[config.mk]
export PLATFORM = sky130hd
export DESIGN_NAME = wdog_timer
export DESIGN_NICKNAME = d
export VERILOG_FILES = /design/src/rtl/wdog_pkg.sv /design/src/rtl/wdog_prescaler.sv /design/src/rtl/wdog_counter.sv /design/src/rtl/wdog_ctrl.sv /design/src/rtl/wdog_timer.sv
export SDC_FILE = /design/constraint.sdc
export NUM_CORES = 1
export LEC_CHECK = 0
export CAP_MARGIN = 20
export CORE_MARGIN = 8
export CORE_UTILIZATION = 55
export DETAILED_ROUTE_END_ITERATION = 6
export HOLD_SLACK_MARGIN = 0.03
export PLACE_DENSITY = 0.8
export SYNTH_ARGS = -nofsm -noshare
export SYNTH_HDL_FRONTEND = slang
export SYNTH_SLANG_ARGS = --single-unit
export TNS_END_PERCENT = 30
[constraint.sdc]
create_clock -name clk -period 2.9 [get_ports clk]
set_clock_uncertainty 0.2 [all_clocks]
set_input_delay 0.435 -clock clk [delete_from_list [all_inputs] [get_ports clk]]
set_output_delay 0.435 -clock clk [all_outputs]
set_load 0.05 [all_outputs]
[src/rtl/wdog_pkg.sv]
package wdog_pkg;

    typedef enum logic {
        MODE_NORMAL = 1'b0,
        MODE_WATCH  = 1'b1
    } wd_mode_e;

    typedef struct packed {
        logic [1:0] presc;
        logic       expire_irq;
        logic       stop_pd;
    } wd_cfg_t;

    localparam int OFS_LOAD  = 'h0;
    localparam int OFS_VALUE = 'h4;
    localparam int OFS_CFG   = 'h8;
    localparam int OFS_CLEAR = 'hC;

    localparam int CFG_STOP_PD = 0;
    localparam int CFG_EXP_IRQ = 1;
    localparam int CFG_PRE_LO  = 2;
    localparam int CFG_PRE_HI  = 3;
    localparam int CFG_WATCH   = 5;

endpackage

[src/rtl/wdog_prescaler.sv]
module wdog_prescaler #(
    parameter int PRE_W = 8,
    parameter int MID_W = 4
) (
    input  logic       clk,
    input  logic       por_n,
    input  logic       phase_clr_i,
    input  logic       tick_i,
    input  logic       run_i,
    input  logic [1:0] sel_i,
    output logic       tick_o
);
    localparam int NTAP = 3;

    logic [PRE_W-1:0] phase_q;
    logic [NTAP-1:0]  tap_hit;
    logic             hit;

    assign tap_hit[0] = 1'b1;

    for (genvar k = 1; k < NTAP; k++) begin : g_tap
        localparam int TW = (k == 1) ? MID_W : PRE_W;
        assign tap_hit[k] = &phase_q[TW-1:0];
    end

    always_comb begin
        unique case (sel_i)
            2'b00:   hit = tap_hit[0];
            2'b01:   hit = tap_hit[1];
            default: hit = tap_hit[2];
        endcase
    end

    assign tick_o = tick_i & run_i & hit;

    always_ff @(posedge clk or negedge por_n) begin
        if (!por_n) begin
            phase_q <= '0;
        end else if (phase_clr_i) begin
            phase_q <= '0;
        end else if (tick_i && run_i) begin
            phase_q <= phase_q + 1'b1;
        end
    end

endmodule

[src/rtl/wdog_counter.sv]
module wdog_counter #(
    parameter int              CNT_W   = 16,
    parameter logic [CNT_W-1:0] RST_VAL = 16'h0040
) (
    input  logic             clk,
    input  logic             por_n,
    input  logic             init_i,
    input  logic             reload_i,
    input  logic [CNT_W-1:0] load_i,
    input  logic             step_i,
    output logic [CNT_W-1:0] value_o,
    output logic             expire_o
);
    logic [CNT_W-1:0] count_q;
    logic             at_zero;

    assign at_zero  = (count_q == '0);
    assign expire_o = step_i & at_zero & ~reload_i & ~init_i;
    assign value_o  = count_q;

    always_ff @(posedge clk or negedge por_n) begin
        if (!por_n) begin
            count_q <= RST_VAL;
        end else if (init_i) begin
            count_q <= RST_VAL;
        end else if (reload_i) begin
            count_q <= load_i;
        end else if (step_i) begin
            count_q <= at_zero ? load_i : count_q - 1'b1;
        end
    end

endmodule

[src/rtl/wdog_ctrl.sv]
module wdog_ctrl
    import wdog_pkg::*;
#(
    parameter int               CNT_W   = 16,
    parameter int               ADDR_W  = 4,
    parameter logic [CNT_W-1:0] RST_VAL = 16'h0040
) (
    input  logic              clk,
    input  logic              por_n,
    input  logic              sys_rst_i,
    input  logic              wr_i,
    input  logic              rd_i,
    input  logic [ADDR_W-1:0] addr_i,
    input  logic [CNT_W-1:0]  wdata_i,
    input  logic [CNT_W-1:0]  value_i,
    input  logic              expire_i,
    output wd_cfg_t           cfg_o,
    output logic [CNT_W-1:0]  load_o,
    output logic              watch_o,
    output logic              reload_o,
    output logic              init_o,
    output logic              phase_clr_o,
    output logic              irq_o,
    output logic              rst_req_o,
    output logic [CNT_W-1:0]  rdata_o
);
    wd_mode_e         state_q, state_d;
    wd_cfg_t          cfg_q;
    logic [CNT_W-1:0] load_q;
    logic             irq_q, rst_q;
    logic [CNT_W-1:0] rdata_q;

    logic hit_load, hit_value, hit_cfg, hit_clear;
    logic cfg_we, load_we, clr_we;
    logic irq_set;
    logic [CNT_W-1:0] cfg_word;

    assign hit_load  = (addr_i == ADDR_W'(OFS_LOAD));
    assign hit_value = (addr_i == ADDR_W'(OFS_VALUE));
    assign hit_cfg   = (addr_i == ADDR_W'(OFS_CFG));
    assign hit_clear = (addr_i == ADDR_W'(OFS_CLEAR));
    assign clr_we    = wr_i & hit_clear;

    // state register
    always_ff @(posedge clk or negedge por_n) begin
        if (!por_n) begin
            state_q <= MODE_NORMAL;
        end else begin
            state_q <= state_d;
        end
    end

    // next state
    always_comb begin
        unique case (state_q)
            MODE_NORMAL: state_d = (cfg_we && wdata_i[CFG_WATCH]) ? MODE_WATCH : MODE_NORMAL;
            MODE_WATCH:  state_d = MODE_WATCH;
            default:     state_d = MODE_NORMAL;
        endcase
    end

    // outputs of the mode machine
    always_comb begin
        unique case (state_q)
            MODE_NORMAL: begin
                cfg_we   = wr_i & hit_cfg & ~sys_rst_i;
                load_we  = wr_i & hit_load & ~sys_rst_i;
                reload_o = cfg_we & wdata_i[CFG_WATCH];
                init_o   = sys_rst_i;
                irq_set  = expire_i;
                watch_o  = 1'b0;
            end
            MODE_WATCH: begin
                cfg_we   = 1'b0;
                load_we  = 1'b0;
                reload_o = clr_we;
                init_o   = 1'b0;
                irq_set  = expire_i & cfg_q.expire_irq;
                watch_o  = 1'b1;
            end
            default: begin
                cfg_we   = 1'b0;
                load_we  = 1'b0;
                reload_o = 1'b0;
                init_o   = 1'b0;
                irq_set  = 1'b0;
                watch_o  = 1'b0;
            end
        endcase
    end

    assign phase_clr_o = init_o | cfg_we | reload_o;

    always_ff @(posedge clk or negedge por_n) begin
        if (!por_n) begin
            load_q <= RST_VAL;
            cfg_q  <= '0;
        end else if (init_o) begin
            load_q <= RST_VAL;
            cfg_q  <= '0;
        end else begin
            if (load_we) begin
                load_q <= wdata_i;
            end
            if (cfg_we) begin
                cfg_q.stop_pd    <= wdata_i[CFG_STOP_PD];
                cfg_q.expire_irq <= wdata_i[CFG_EXP_IRQ];
                cfg_q.presc      <= wdata_i[CFG_PRE_HI:CFG_PRE_LO];
            end
        end
    end

    always_ff @(posedge clk or negedge por_n) begin
        if (!por_n) begin
            irq_q <= 1'b0;
            rst_q <= 1'b0;
        end else begin
            rst_q <= expire_i & watch_o & ~cfg_q.expire_irq;
            if (init_o) begin
                irq_q <= 1'b0;
            end else if (irq_set) begin
                irq_q <= 1'b1;
            end else if (clr_we) begin
                irq_q <= 1'b0;
            end
        end
    end

    always_comb begin
        cfg_word                        = '0;
        cfg_word[CFG_STOP_PD]           = cfg_q.stop_pd;
        cfg_word[CFG_EXP_IRQ]           = cfg_q.expire_irq;
        cfg_word[CFG_PRE_HI:CFG_PRE_LO] = cfg_q.presc;
        cfg_word[CFG_WATCH]             = watch_o;
    end

    always_ff @(posedge clk or negedge por_n) begin
        if (!por_n) begin
            rdata_q <= '0;
        end else if (rd_i) begin
            if (hit_load) begin
                rdata_q <= load_q;
            end else if (hit_value) begin
                rdata_q <= value_i;
            end else if (hit_cfg) begin
                rdata_q <= cfg_word;
            end else begin
                rdata_q <= '0;
            end
        end
    end

    assign cfg_o     = cfg_q;
    assign load_o    = load_q;
    assign irq_o     = irq_q;
    assign rst_req_o = rst_q;
    assign rdata_o   = rdata_q;

endmodule

[src/rtl/wdog_timer.sv]
module wdog_timer
    import wdog_pkg::*;
#(
    parameter int               CNT_W    = 16,
    parameter int               PRE_W    = 8,
    parameter int               MID_W    = 4,
    parameter int               ADDR_W   = 4,
    parameter logic [CNT_W-1:0] LOAD_RST = 16'h0040
) (
    input  logic              clk,
    input  logic              por_n,
    input  logic              sys_rst,
    input  logic              osc_tick,
    input  logic              dbg_halt,
    input  logic              pwr_down,
    input  logic              bus_wr,
    input  logic              bus_rd,
    input  logic [ADDR_W-1:0] bus_addr,
    input  logic [CNT_W-1:0]  bus_wdata,
    output logic [CNT_W-1:0]  bus_rdata,
    output logic              wdt_rst_req,
    output logic              tmr_irq
);
    wd_cfg_t          cfg;
    logic [CNT_W-1:0] load_val;
    logic [CNT_W-1:0] cur_val;
    logic             watch_mode;
    logic             reload, init, phase_clr, expire;
    logic             run, ptick;

    assign run = ~dbg_halt & ~(pwr_down & cfg.stop_pd);

    wdog_ctrl #(
        .CNT_W  (CNT_W),
        .ADDR_W (ADDR_W),
        .RST_VAL(LOAD_RST)
    ) u_ctrl (
        .clk        (clk),
        .por_n      (por_n),
        .sys_rst_i  (sys_rst),
        .wr_i       (bus_wr),
        .rd_i       (bus_rd),
        .addr_i     (bus_addr),
        .wdata_i    (bus_wdata),
        .value_i    (cur_val),
        .expire_i   (expire),
        .cfg_o      (cfg),
        .load_o     (load_val),
        .watch_o    (watch_mode),
        .reload_o   (reload),
        .init_o     (init),
        .phase_clr_o(phase_clr),
        .irq_o      (tmr_irq),
        .rst_req_o  (wdt_rst_req),
        .rdata_o    (bus_rdata)
    );

    wdog_prescaler #(
        .PRE_W(PRE_W),
        .MID_W(MID_W)
    ) u_pre (
        .clk        (clk),
        .por_n      (por_n),
        .phase_clr_i(phase_clr),
        .tick_i     (osc_tick),
        .run_i      (run),
        .sel_i      (cfg.presc),
        .tick_o     (ptick)
    );

    wdog_counter #(
        .CNT_W  (CNT_W),
        .RST_VAL(LOAD_RST)
    ) u_cnt (
        .clk     (clk),
        .por_n   (por_n),
        .init_i  (init),
        .reload_i(reload),
        .load_i  (load_val),
        .step_i  (ptick),
        .value_o (cur_val),
        .expire_o(expire)
    );

endmodule

==> results by group <==
Routing
  – Routed Antenna Nets: 0
  – Detailed-route wire length: just over 9000 um
  – Wire per inst: roughly 19 um
  – Initial DRT Pass Iterations: 6
  – Via-to-Cell Ratio: around 6.5
  – Iter 0 DRT Violations: ~300
  – Vias: ~3100
  – DRC viols: 0

Die
  – Initial core utilization: 56.2%
  – Row count: 28
  – Area of the core: 5850 um2
  – Num ports: 46
  – Die H: between 90 and 100 um
  – Die area: approximately 8700 um2
  – DIE WIDTH: approximately 93 um

Power and ir drop
  – PwrDens: around 640 nW/um2
  – Peak VDD IR: 0.000379 V
  – Leakage: 0.00183 uW

Setup path
  – Max FO, Critical Path: 7
  – Req. time, crit path: ~2.9 ns
  – Worst Setup End Kind: flop
  – Worst Setup Start Kind: flop
  – Crit Path Category: flop to flop
  – Critical path arrival: between 2 and 3 ns

GRT
  – GR Overflow Total: 0
  – Largest net degree at the start of global routing: 64
  – GRT Overall Usage: a little over a fifth
  – First-pass GRT wire length: ~15000 um
  – Number of global-route vias before repair: around 2900
  – Antenna violations before repair: 0

Synthesis
  – Post-synth top area share: a little under half
  – Post-synth EDFFs: 0
  – Synth Instances: roughly 330
  – Ys async rst share: 100%
  – Most common cell in the netlist: dfrtp_1
  – Yosys warnings: 0
  – Post-synth cell types: 60
  – Post-synth top flop: dfrtp_1
  – Post-synthesis mux area share: under 10%
  – Synth Area in XOR/XNOR: about 1.9%
  – Top cells by area, synth: dfrtp_1 (46%), a21oi_1 (5.2%), nor2_1 (3.8%), mux2i_1 (3.4%), a22o_1 (2.9%)
  – Synth Area in Adders: roughly 1.1%
  – Mean post-synth cell area: about 9.9 um2
  – Largest family of logic cells by synthesized area: compound AO/OA/AOI/OAI gates
  – Post-Synth Simple-Gate Area: 18.1%
  – Synth Net Count: between 300 and 400
  – Post-synthesis compound-gate area fraction: roughly a quarter
  – Synthesized area: roughly 3300 um2
  – Commonest cells in the netlist: dfrtp_1 (61), a21oi_1 (34), nor2_1 (33)
  – Post-synth top area cell: dfrtp_1
  – Register area share after synthesis: 48.1%
  – Count of state elements after synthesis: 63

Final layout
  – Layout cells sized above 1: roughly 15%
  – Fin nets: between 400 and 500
  – Diode count: 0
  – Post-layout util: a little under three quarters
  – Area Overhead vs Synth: 27.3%
  – Final Non-Filler Cells: roughly 480

Clock network
  – CTS tree: yes
  – Hold_buf cts: 0
  – Htree depth: 3
  – CTS sink count: 63
  – Cts bufs inserted: 9
  – Clock tree buffer depth: 2
  – Reg clk slew, reported paths: around 0.070 ns
  – CTS root buffer: clkbuf_8
  – Worst-Skew Late Latency: 0.35 ns

Timing
  – Pins over their slew limit: 0
  – Slew @ Worst Pin: around 0.77 ns
  – Relative slew margins: about half
  – Peak Freq: ~360 MHz
  – Final Setup Violations: 0
  – Crit share post-route: between 90% and 100%
  – Final min period: 2.78 ns
  – Unrepaired setup endpoints after global routing: false
  – Setup TNS Final: 0 ns
  – Fin. Hold Viols: 0

Place
  – Placed cells: 458
  – Final HPWL DP: about 6500 um
  – Gpl congestion: just under 1
  – # port buffers: 45

Min path
  – HP Class: input port to async pin

Run status
  – Status: completed

Flow run
  – Number of max-cap violations: 0
final cells by class:
| cell class | instances | area, um2 |
|---|---|---|
| Timing Repair Buffer | 72 | 648 |
| Multi-Input combinational cell | 240 | 1610 |
| Clock inverter | 6 | 83.8 |
| Clock buffer | 10 | 138 |
| Inverter | 9 | 33.8 |
| Sequential cell | 63 | 1580 |
| Fill cell | 427 | 1670 |
| Tap cell | 75 | 93.8 |
logic make-up (layout without fill, tap and decap cells):
kind of cell               count (synthesis)  count (layout)
AOI/OAI and AO/OA                        109             109
xor gates and xnor gates                   7               7
muxes                                     12              12
DFF                                       63              63
buffers and inverters                     29              97
adders and majority gates                  3               3
and+or+nand+nor                          109             109
path summary, 6_finish.rpt:
check	endpoint	cells after the start	from	slack [ns]
max	u_cnt.value_o[8]	6	u_cnt.value_o[2]	0.12
min	u_ctrl.cfg_o[0]	2	por_n	0.04
max reg2reg	u_cnt.value_o[8]	6	u_cnt.value_o[2]	0.12
min reg2reg	u_ctrl.load_o[6]	2	u_ctrl.load_o[6]	0.30
max in group asynchronous	u_ctrl.load_o[8]	2	por_n	1.94
min in group clk	u_ctrl.load_o[6]	2	u_ctrl.load_o[6]	0.30
per-stage QoR:
step	setup slack, ns	instance area [um2]	hold slack, ns	power [uW]
final	0.116	4180	0.0406	2670
after global routing	0.0243	4180	0.107	2790
after CTS	0.133	4170	0.0724	2650
after detailed placement	0.133	3950	0.272	1810
after global placement	0.174	3950	0.266	1790
after floorplan	0.236	3290	-0.0606	1550
worst max-delay path, cell delays in order, from the launching register on:
cell	delay [ns]
dfrtp_1	0.44
or4_1	0.70
or4_4	0.65
nand3_4	0.17
buf_4	0.17
mux2i_1	0.19
o22ai_1	0.10
report_power, final:
part	internal, uW	total [uW]	switching (uW)
clock network	504	854	350
logic	321	773	452
registers	958	1050	87.8
total	1780	2670	890
per-layer routing:
layer  global-route usage, %  up-vias  wire (um)
met1                    27.9     1483       3800
met4                    7.11        0        146
met3                    6.17       25        953
li1                        -     1385          -
met2                    34.2      173       4230
met5                       0        -          0
registers in the layout (all words and copies together) (netlist names):
name              flops
u_ctrl.irq_o          1
u_ctrl.rdata_o       16
u_ctrl.load_o        16
u_ctrl.rst_req_o      1
u_cnt.value_o        16
u_ctrl.state_q        1
u_ctrl.cfg_o          4
u_pre.phase_q         8
cell usage in the layout, fill, tap and decap left out, types with 4 or more instances in the layout:
master,synthesis,final
buf_4,0,27
a211oi_1,4,4
dfrtp_1,61,61
and3_1,5,5
xor2_1,5,5
nand4_1,5,5
clkbuf_8,0,10
o21ai_0,9,9
inv_1,9,9
a22o_1,11,11
a211o_1,5,5
a222oi_1,5,5
nand3_1,11,11
mux2i_1,11,11
nand2_1,15,15
o22ai_1,4,4
nor2_1,33,33
a22oi_1,11,11
a21oi_1,34,34
clkdlybuf4s50_1,0,44
nor4_1,5,5
nor3_1,11,11
timing repair:
action                                  in CTS  in global routing
setup buffers                                0                  1
endpoints found under the setup margin       0                  4
resized for setup                            0                  1
No activity file was read; power rests on OpenSTA's default activity.
